--- config.mk ---
export PLATFORM = sky130hd
export DESIGN_NAME = itof_convert
export DESIGN_NICKNAME = d
export VERILOG_FILES = /design/src/rtl/itof_pkg.sv /design/src/rtl/itof_operand.sv /design/src/rtl/itof_lzc.sv /design/src/rtl/itof_round.sv /design/src/rtl/itof_convert.sv
export SDC_FILE = /design/constraint.sdc
export NUM_CORES = 1
export LEC_CHECK = 0
export BUFFER_PORTS_ARGS = -buffer_cell sky130_fd_sc_hd__clkbuf_2
export CORE_MARGIN = 8
export CORE_UTILIZATION = 65
export DETAILED_ROUTE_END_ITERATION = 8
export PLACE_DENSITY = 0.95
export SETUP_SLACK_MARGIN = 0.5
export SLEW_MARGIN = 40
export SYNTH_ARGS = -nofsm -noshare
export SYNTH_HDL_FRONTEND = slang
export SYNTH_SLANG_ARGS = --single-unit
--- constraint.sdc ---
create_clock -name clk -period 0.8 [get_ports clk]
set_input_delay 0 -clock clk [delete_from_list [all_inputs] [get_ports clk]]
set_output_delay 0 -clock clk [all_outputs]
set_load 0.02 [all_outputs]
--- src/rtl/itof_pkg.sv ---
package itof_pkg;

  typedef enum logic [1:0] {
    KIND_S32 = 2'd0,
    KIND_U32 = 2'd1,
    KIND_S64 = 2'd2,
    KIND_U64 = 2'd3
  } int_kind_t;

  typedef enum logic [1:0] {
    RM_NEAR_EVEN = 2'd0,
    RM_TO_ZERO   = 2'd1,
    RM_TO_POS    = 2'd2,
    RM_TO_NEG    = 2'd3
  } rnd_mode_t;

  localparam logic [4:0] CLASS_NONE  = 5'b00000;
  localparam logic [4:0] CLASS_PZERO = 5'b00010;
  localparam logic [4:0] CLASS_PNORM = 5'b00100;
  localparam logic [4:0] CLASS_NNORM = 5'b01000;

  // Decide whether the kept significand is incremented.
  function automatic logic round_increment(input rnd_mode_t mode,
                                           input logic neg,
                                           input logic lsb,
                                           input logic guard,
                                           input logic sticky);
    logic lost;
    lost = guard | sticky;
    case (mode)
      RM_NEAR_EVEN: round_increment = guard & (sticky | lsb);
      RM_TO_ZERO:   round_increment = 1'b0;
      RM_TO_POS:    round_increment = lost & ~neg;
      default:      round_increment = lost & neg;
    endcase
  endfunction

  // Integer sources only ever yield zero or normal numbers.
  function automatic logic [4:0] class_code(input logic is_zero, input logic neg);
    if (is_zero)  class_code = CLASS_PZERO;
    else if (neg) class_code = CLASS_NNORM;
    else          class_code = CLASS_PNORM;
  endfunction

  // Biased exponent from the leading-zero count and the rounding carry.
  function automatic logic [10:0] biased_exp(input logic [6:0] lead_zeros,
                                             input logic carry);
    biased_exp = 11'(1023 + 63) - 11'(lead_zeros) + 11'(carry);
  endfunction

endpackage

--- src/rtl/itof_operand.sv ---
module itof_operand
  import itof_pkg::*;
#(
  parameter int W = 64
) (
  input  logic [W-1:0] src,
  input  logic [1:0]   kind,
  output logic [W-1:0] mag,
  output logic         neg,
  output logic         is_zero
);
  localparam int HALF = W / 2;

  logic [HALF-1:0] lo;
  logic [W-1:0]    lo_sext;
  logic [W-1:0]    lo_zext;

  assign lo      = src[HALF-1:0];
  assign lo_sext = {{(W-HALF){lo[HALF-1]}}, lo};
  assign lo_zext = {{(W-HALF){1'b0}}, lo};

  always_comb begin
    case (int_kind_t'(kind))
      KIND_S32: begin
        neg = lo[HALF-1];
        mag = neg ? (~lo_sext + 1'b1) : lo_sext;
      end
      KIND_U32: begin
        neg = 1'b0;
        mag = lo_zext;
      end
      KIND_S64: begin
        neg = src[W-1];
        mag = neg ? (~src + 1'b1) : src;
      end
      default: begin
        neg = 1'b0;
        mag = src;
      end
    endcase
  end

  assign is_zero = (mag == '0);
endmodule

--- src/rtl/itof_lzc.sv ---
module itof_lzc #(
  parameter int W     = 64,
  parameter int CNT_W = $clog2(W) + 1
) (
  input  logic [W-1:0]     value,
  output logic [CNT_W-1:0] count
);
  always_comb begin
    count = CNT_W'(W);
    for (int i = 0; i < W; i++) begin
      if (value[i]) count = CNT_W'(W - 1 - i);
    end
  end
endmodule

--- src/rtl/itof_round.sv ---
module itof_round
  import itof_pkg::*;
#(
  parameter int W      = 64,
  parameter int MANT_W = 52
) (
  input  logic [W-1:0]      norm,
  input  logic              neg,
  input  logic [1:0]        mode,
  output logic [MANT_W-1:0] frac,
  output logic              carry,
  output logic              lost,
  output logic              incr
);
  localparam int P = MANT_W + 1;

  logic [P-1:0] keep;
  logic         guard;
  logic         sticky;

  assign keep   = norm[W-1 -: P];
  assign guard  = norm[W-1-P];
  assign sticky = |norm[W-2-P:0];

  assign lost  = guard | sticky;
  assign incr  = round_increment(rnd_mode_t'(mode), neg, keep[0], guard, sticky);
  assign carry = incr & (&keep);
  assign frac  = keep[MANT_W-1:0] + MANT_W'(incr);
endmodule

--- src/rtl/itof_convert.sv ---
module itof_convert
  import itof_pkg::*;
#(
  parameter int DATA_W   = 64,
  parameter int EXP_W    = 11,
  parameter int DBL_FRAC = 52,
  parameter int SGL_FRAC = 23
) (
  input  logic              clk,
  input  logic              rst_n,
  input  logic [DATA_W-1:0] int_src,
  input  logic [1:0]        int_kind,
  input  logic              single_sel,
  input  logic [1:0]        rnd_mode,
  output logic [DATA_W-1:0] fp_result,
  output logic [4:0]        fp_class,
  output logic              inexact,
  output logic              frac_rounded
);
  localparam int CNT_W = $clog2(DATA_W) + 1;
  localparam int NPREC = 2;

  logic [DATA_W-1:0] mag;
  logic [DATA_W-1:0] norm;
  logic [CNT_W-1:0]  lead_zeros;
  logic              neg_val;
  logic              mag_zero;
  logic              bypass_path;

  logic [NPREC-1:0][DBL_FRAC-1:0] frac_al;
  logic [NPREC-1:0]               carry_v;
  logic [NPREC-1:0]               lost_v;
  logic [NPREC-1:0]               up_v;

  logic              round_up;
  logic              round_lost;
  logic [EXP_W-1:0]  exp_field;
  logic [DATA_W-1:0] result_d;

  itof_operand #(.W(DATA_W)) u_operand (
    .src     (int_src),
    .kind    (int_kind),
    .mag     (mag),
    .neg     (neg_val),
    .is_zero (mag_zero)
  );

  itof_lzc #(.W(DATA_W), .CNT_W(CNT_W)) u_lzc (
    .value (mag),
    .count (lead_zeros)
  );

  assign norm = mag << lead_zeros;

  // Index 0 rounds to double precision, index 1 to single precision.
  for (genvar g = 0; g < NPREC; g++) begin : g_prec
    localparam int F = (g == 0) ? DBL_FRAC : SGL_FRAC;
    logic [F-1:0] frac_g;

    itof_round #(.W(DATA_W), .MANT_W(F)) u_round (
      .norm  (norm),
      .neg   (neg_val),
      .mode  (rnd_mode),
      .frac  (frac_g),
      .carry (carry_v[g]),
      .lost  (lost_v[g]),
      .incr  (up_v[g])
    );

    assign frac_al[g] = DBL_FRAC'(frac_g) << (DBL_FRAC - F);
  end

  assign bypass_path = ~single_sel & ~int_kind[1];
  assign round_up    = up_v[single_sel];
  assign round_lost  = lost_v[single_sel];
  assign exp_field   = biased_exp(lead_zeros, carry_v[single_sel]);
  assign result_d    = mag_zero ? '0 : {neg_val, exp_field, frac_al[single_sel]};

  always_ff @(posedge clk or negedge rst_n) begin
    if (!rst_n) begin
      fp_result    <= '0;
      fp_class     <= CLASS_NONE;
      inexact      <= 1'b0;
      frac_rounded <= 1'b0;
    end else begin
      fp_result    <= result_d;
      fp_class     <= bypass_path ? CLASS_NONE : class_code(mag_zero, neg_val);
      inexact      <= ~bypass_path & round_lost;
      frac_rounded <= ~bypass_path & round_up;
    end
  end
endmodule

==> results of run 1 <==
-- cells by family after synthesis --
kind of cell,count (synthesis),synth area share (%)
and+or+nand+nor,765,28.8
AOI/OAI and AO/OA,656,34.7
DFF,69,12.4
adders and majority gates,9,0.806
buffers and inverters,195,6.61
muxes,132,10.5
xor gates and xnor gates,99,6.20
other,1,0.0268
-- cells in the mapped netlist, drive strengths merged (13+ instances only) --
cell type | instances | share of area (%)
dfrtp | 69 | 12
nand2b | 19 | 0.85
a211oi | 51 | 3.0
a311oi | 13 | 0.81
xnor2 | 58 | 3.6
nor2 | 179 | 4.8
a21o | 13 | 0.70
a22oi | 29 | 1.6
nand3 | 79 | 2.8
o21ai | 120 | 4.4
mux2 | 24 | 1.9
clkbuf | 66 | 1.8
nor3 | 74 | 2.8
a2111oi | 14 | 1.1
inv | 37 | 0.99
or2 | 18 | 0.81
buf | 91 | 3.8
o2111ai | 15 | 0.98
and3 | 16 | 0.72
nand4 | 37 | 1.8
o22ai | 16 | 0.72
nor4 | 54 | 3.6
a221oi | 17 | 1.3
or3 | 29 | 1.3
xor2 | 41 | 2.6
or4 | 14 | 0.75
o31ai | 19 | 1.3
a21oi | 96 | 3.5
nand2 | 190 | 5.2
a32oi | 17 | 1.1
o211ai | 59 | 3.2
a211o | 16 | 1.0
a31oi | 31 | 1.4
mux2i | 100 | 7.3
-- per-stage QoR --
step | setup slack [ns] | TNS [ns]
after floorplan | -6.01 | -358.04
after global placement | -6.16 | -381.64
==> flow_metrics.env, run 1 <==
export IMPL_outcome="did not finish"
export IMPL_haltStage="3_5_place_dp"
export IMPL_error_line="[ERROR DPL-0033] detailed placement checks failed during check placement."
export IMPL_initial_core_util_pct=66.3
export IMPL_place_congestion=1.40
export IMPL_syn_area_um2=14000
export IMPL_ys_seq_area_share_pct=12.4
export IMPL_synth_edf_count=0
export IMPL_ys_ff_latch=69
export IMPL_ys_warn_count=0
export IMPL_num_rows=53
export IMPL_synth_area_per_cell_um2=7.26
export IMPL_synth_distinct_cells=111
export IMPL_io_buffers=139
export IMPL_die_h_um=163
export IMPL_async_reset_ff_share_pct=100
export IMPL_dp_hpwl_mm=73.5
export IMPL_ios=142
export IMPL_die_w_um=163
export IMPL_ys_flop_type="dfrtp_1"
export IMPL_syn_inst=1926
==> run 2, diff against run 1 <==
--- a/config.mk
+++ b/config.mk
@@ -7,10 +7,9 @@
 export LEC_CHECK = 0
 export BUFFER_PORTS_ARGS = -buffer_cell sky130_fd_sc_hd__clkbuf_2
 export CORE_MARGIN = 8
-export CORE_UTILIZATION = 65
+export CORE_UTILIZATION = 40
 export DETAILED_ROUTE_END_ITERATION = 8
-export PLACE_DENSITY = 0.95
-export SETUP_SLACK_MARGIN = 0.5
+export PLACE_DENSITY_LB_ADDON = 0.15
 export SLEW_MARGIN = 40
 export SYNTH_ARGS = -nofsm -noshare
 export SYNTH_HDL_FRONTEND = slang
==> run 2 against run 1 <==
  * The flow now finishes, with violations (design-rule violations, negative setup slack)
  * Synthesized area did not move
  * Synthesized cell count did not move
==> flow_metrics.env, run 2 <==
export IMPL_registers_top_by_ff_count="fp_result"
export IMPL_initialDrtViolationCount=2441
export IMPL_die_h_um=203
export IMPL_hold_violations=0
export IMPL_required_ns=1.04
export IMPL_largestRegisters="fp_result x64, fp_class x3"
export IMPL_synth_compound_area_share_pct=34.7
export IMPL_grt_max_degree=70
export IMPL_clockBufferDepth=2
export IMPL_yosys_top_cells_area="dfrtp_1 12%, mux2i_1 6.9%, nand2_1 5.0%"
export IMPL_slew_viol_final=0
export IMPL_crit_end="fp_result[44]"
export IMPL_synthXorXnorAreaFrac_pct=6.20
export IMPL_ant_nets=0
export IMPL_outcome="complete, but fails checks"
export IMPL_rsz0062_at_grt="true"
export IMPL_pre_cts_slack_ns=-6.54
export IMPL_fmax_ghz=0.150
export IMPL_grt_ovfl_total=0
export IMPL_slew_headroom_pct=53.1
export IMPL_ys_seq_area_share_pct=12.4
export IMPL_path_clk_slew_ns=0.06
export IMPL_end_kind="flip-flop"
export IMPL_grt_pass1_vias=20283
export IMPL_fillers=2742
export IMPL_ys_warn_count=0
export IMPL_grtUsageTotal_pct=36.4
export IMPL_wl_mm=82.8
export IMPL_clock_sinks=69
export IMPL_ys_flop_type="dfrtp_1"
export IMPL_synth_top_area_cell="dfrtp_1"
export IMPL_cp_num_cells=33
export IMPL_numCtsBuffers=9
export IMPL_final_common_cell="buf_4"
export IMPL_vias_per_cell=6.38
export IMPL_cpPeakStageDelay_ns=0.61
export IMPL_place_congestion=1.09
export IMPL_synth_adder_area_share_pct=0.806
export IMPL_via_count=21224
export IMPL_initial_core_util_pct=40.6
export IMPL_drc=1
export IMPL_crit_top_cell="buf_6"
export IMPL_powerDensity_nw_per_um2=1680
export IMPL_setup_tns_final_ns=-373.94
export IMPL_fin_crit_sh_pct=831
export IMPL_core_um2=34500
export IMPL_io_buffers=139
export IMPL_root_buffer="clkbuf_16"
export IMPL_failed_checks="design-rule violations, negative setup slack"
export IMPL_avgRoutedWirePerCell_um=24.9
export IMPL_syn_inst=1926
export IMPL_htree_num_levels=3
export IMPL_largest_reg_flops=64
export IMPL_cts_tree="built"
export IMPL_p_leak_nw=10.8
export IMPL_timing_max_cap_violations=0
export IMPL_ios=142
export IMPL_synth_edf_count=0
export IMPL_hold_class="input port to flip-flop"
export IMPL_dieArea_um2=41200
export IMPL_n_antenna_cell=0
export IMPL_crit_family="simple AND/OR/NAND/NOR gates"
export IMPL_fin_crit_ns=6.65
export IMPL_die_w_um=203
export IMPL_dp_hpwl_mm=62.2
export IMPL_grt_pass1_wl_mm=120
export IMPL_worst_slack_ns=-5.85
export IMPL_synth_simple_area_share_pct=28.8
export IMPL_vdd_drop_max_uv=1970
export IMPL_antenna_found_initial=0
export IMPL_syn_area_um2=14000
export IMPL_synthMuxAreaShare_pct=10.5
export IMPL_worstSetupPathType="input port to flip-flop"
export IMPL_num_rows=68
export IMPL_yosys_area_top_type_share_pct=12.4
export IMPL_cp_start_kind="input port"
export IMPL_synth_top_family_by_area="compound AO/OA/AOI/OAI gates"
export IMPL_critPathArrivalTime_ns=6.89
export IMPL_worst_path_max_delay_cell="mux4_2"
export IMPL_firstDrtPassIters=9
export IMPL_most_common_layout_cells="871 x buf_4, 168 x nand2_1, 158 x nor2_1"
export IMPL_synth_distinct_cells=111
export IMPL_layout_drive_gt1_share_pct=51.4
export IMPL_area_growth_pct=76.8
export IMPL_worst_pin_slew_ns=0.699
export IMPL_synth_common_cells="188 x nand2_1, 179 x nor2_1, 110 x o21ai_0"
export IMPL_fin_nets=2950
export IMPL_crit_start="int_src[10]"
export IMPL_worstPathMaxFanout=7
export IMPL_ys_ff_latch=69
export IMPL_async_reset_ff_share_pct=100
export IMPL_synth_most_common_cell="nand2_1"
export IMPL_setup_viol=138
export IMPL_synth_area_per_cell_um2=7.26
export IMPL_cp_buffers_inverters=14
run 2: cell counts after synthesis:
No cell type changed its count.
run 2: through the flow:
step / cell area [um2] / hold slack (ns) / util, % / instances / power (mW)
2_1_floorplan: 14400 / -0.296 / - / 1927 / 17.8
3_3_place_gp: 21200 / 0.0315 / 61.5 / 3198 / 30.7
3_5_place_dp: 21200 / 0.0395 / 61.5 / 3198 / 31.0
4_1_cts: 23300 / 0.0952 / 67.7 / 3295 / 37.5
5_1_grt: 24700 / 0.125 / 71.7 / 3329 / 42.9
6_report: 24700 / 0.118 / 71.7 / 3329 / 41.6
run 2: logic make-up (layout without fill, tap and decap cells):
| family | after synthesis | after routing |
|---|---|---|
| xor gates and xnor gates | 99 | 99 |
| adders and majority gates | 9 | 9 |
| muxes | 132 | 132 |
| buffers and inverters | 195 | 1141 |
| and+or+nand+nor | 765 | 765 |
| AOI/OAI and AO/OA | 656 | 657 |
| DFF | 69 | 69 |
| other | 1 | 2 |
run 2: what timing repair did:
item | in CTS | in global routing
endpoints found under the setup margin | 138 | 138
pin swaps | 116 | 108
hold buffers | 1 | 0
resized for setup | 249 | 353
endpoints found under the hold margin | 69 | 0
gates cloned | 4 | 0
buffers inserted | 82 | 39
run 2: layout make-up:
cell class | count | area [um2] | share of cell area [%]
repair buffers | 1088 | 8820 | 35.7
flip-flops and latches | 69 | 1730 | 6.99
multi-input cells | 1664 | 13100 | 53.2
inverters | 38 | 163 | 0.658
clock buffers | 11 | 243 | 0.982
clock inverters | 4 | 48.8 | 0.197
well taps | 455 | 569 | 2.30
run 2: worst min path at each step:
stage / start / depth (start not counted) / to
after CTS: single_sel / 3 / fp_result[3]
after global placement: rst_n / 2 / fp_result[50]
after detailed placement: rst_n / 2 / fp_result[43]
after floorplan: rst_n / 0 / fp_class[1]
final: single_sel / 3 / fp_result[10]
after global routing: single_sel / 3 / fp_result[10]
run 2: power breakdown:
part | total [mW] | switching [mW] | internal, mW
combinational | 32.8 | 17.9 | 14.9
clock | 4.08 | 1.61 | 2.48
sequential | 4.69 | 0.447 | 4.24
total | 41.6 | 20.0 | 21.6
run 2: layer usage:
| metal | share of wire [%] | GRT usage [%] | vias to the layer above | routed length (um) |
|---|---|---|---|---|
| met5 | 0 | 0 | - | 0 |
| met4 | 7.2 | 21.6 | 0 | 5950 |
| met3 | 7.5 | 3.75 | 368 | 6220 |
| met2 | 46 | 61.2 | 1327 | 38500 |
| met1 | 39 | 44.6 | 10158 | 32200 |
| li1 | - | - | 9371 | - |
Note: power is estimated with default switching activity, not from simulation.
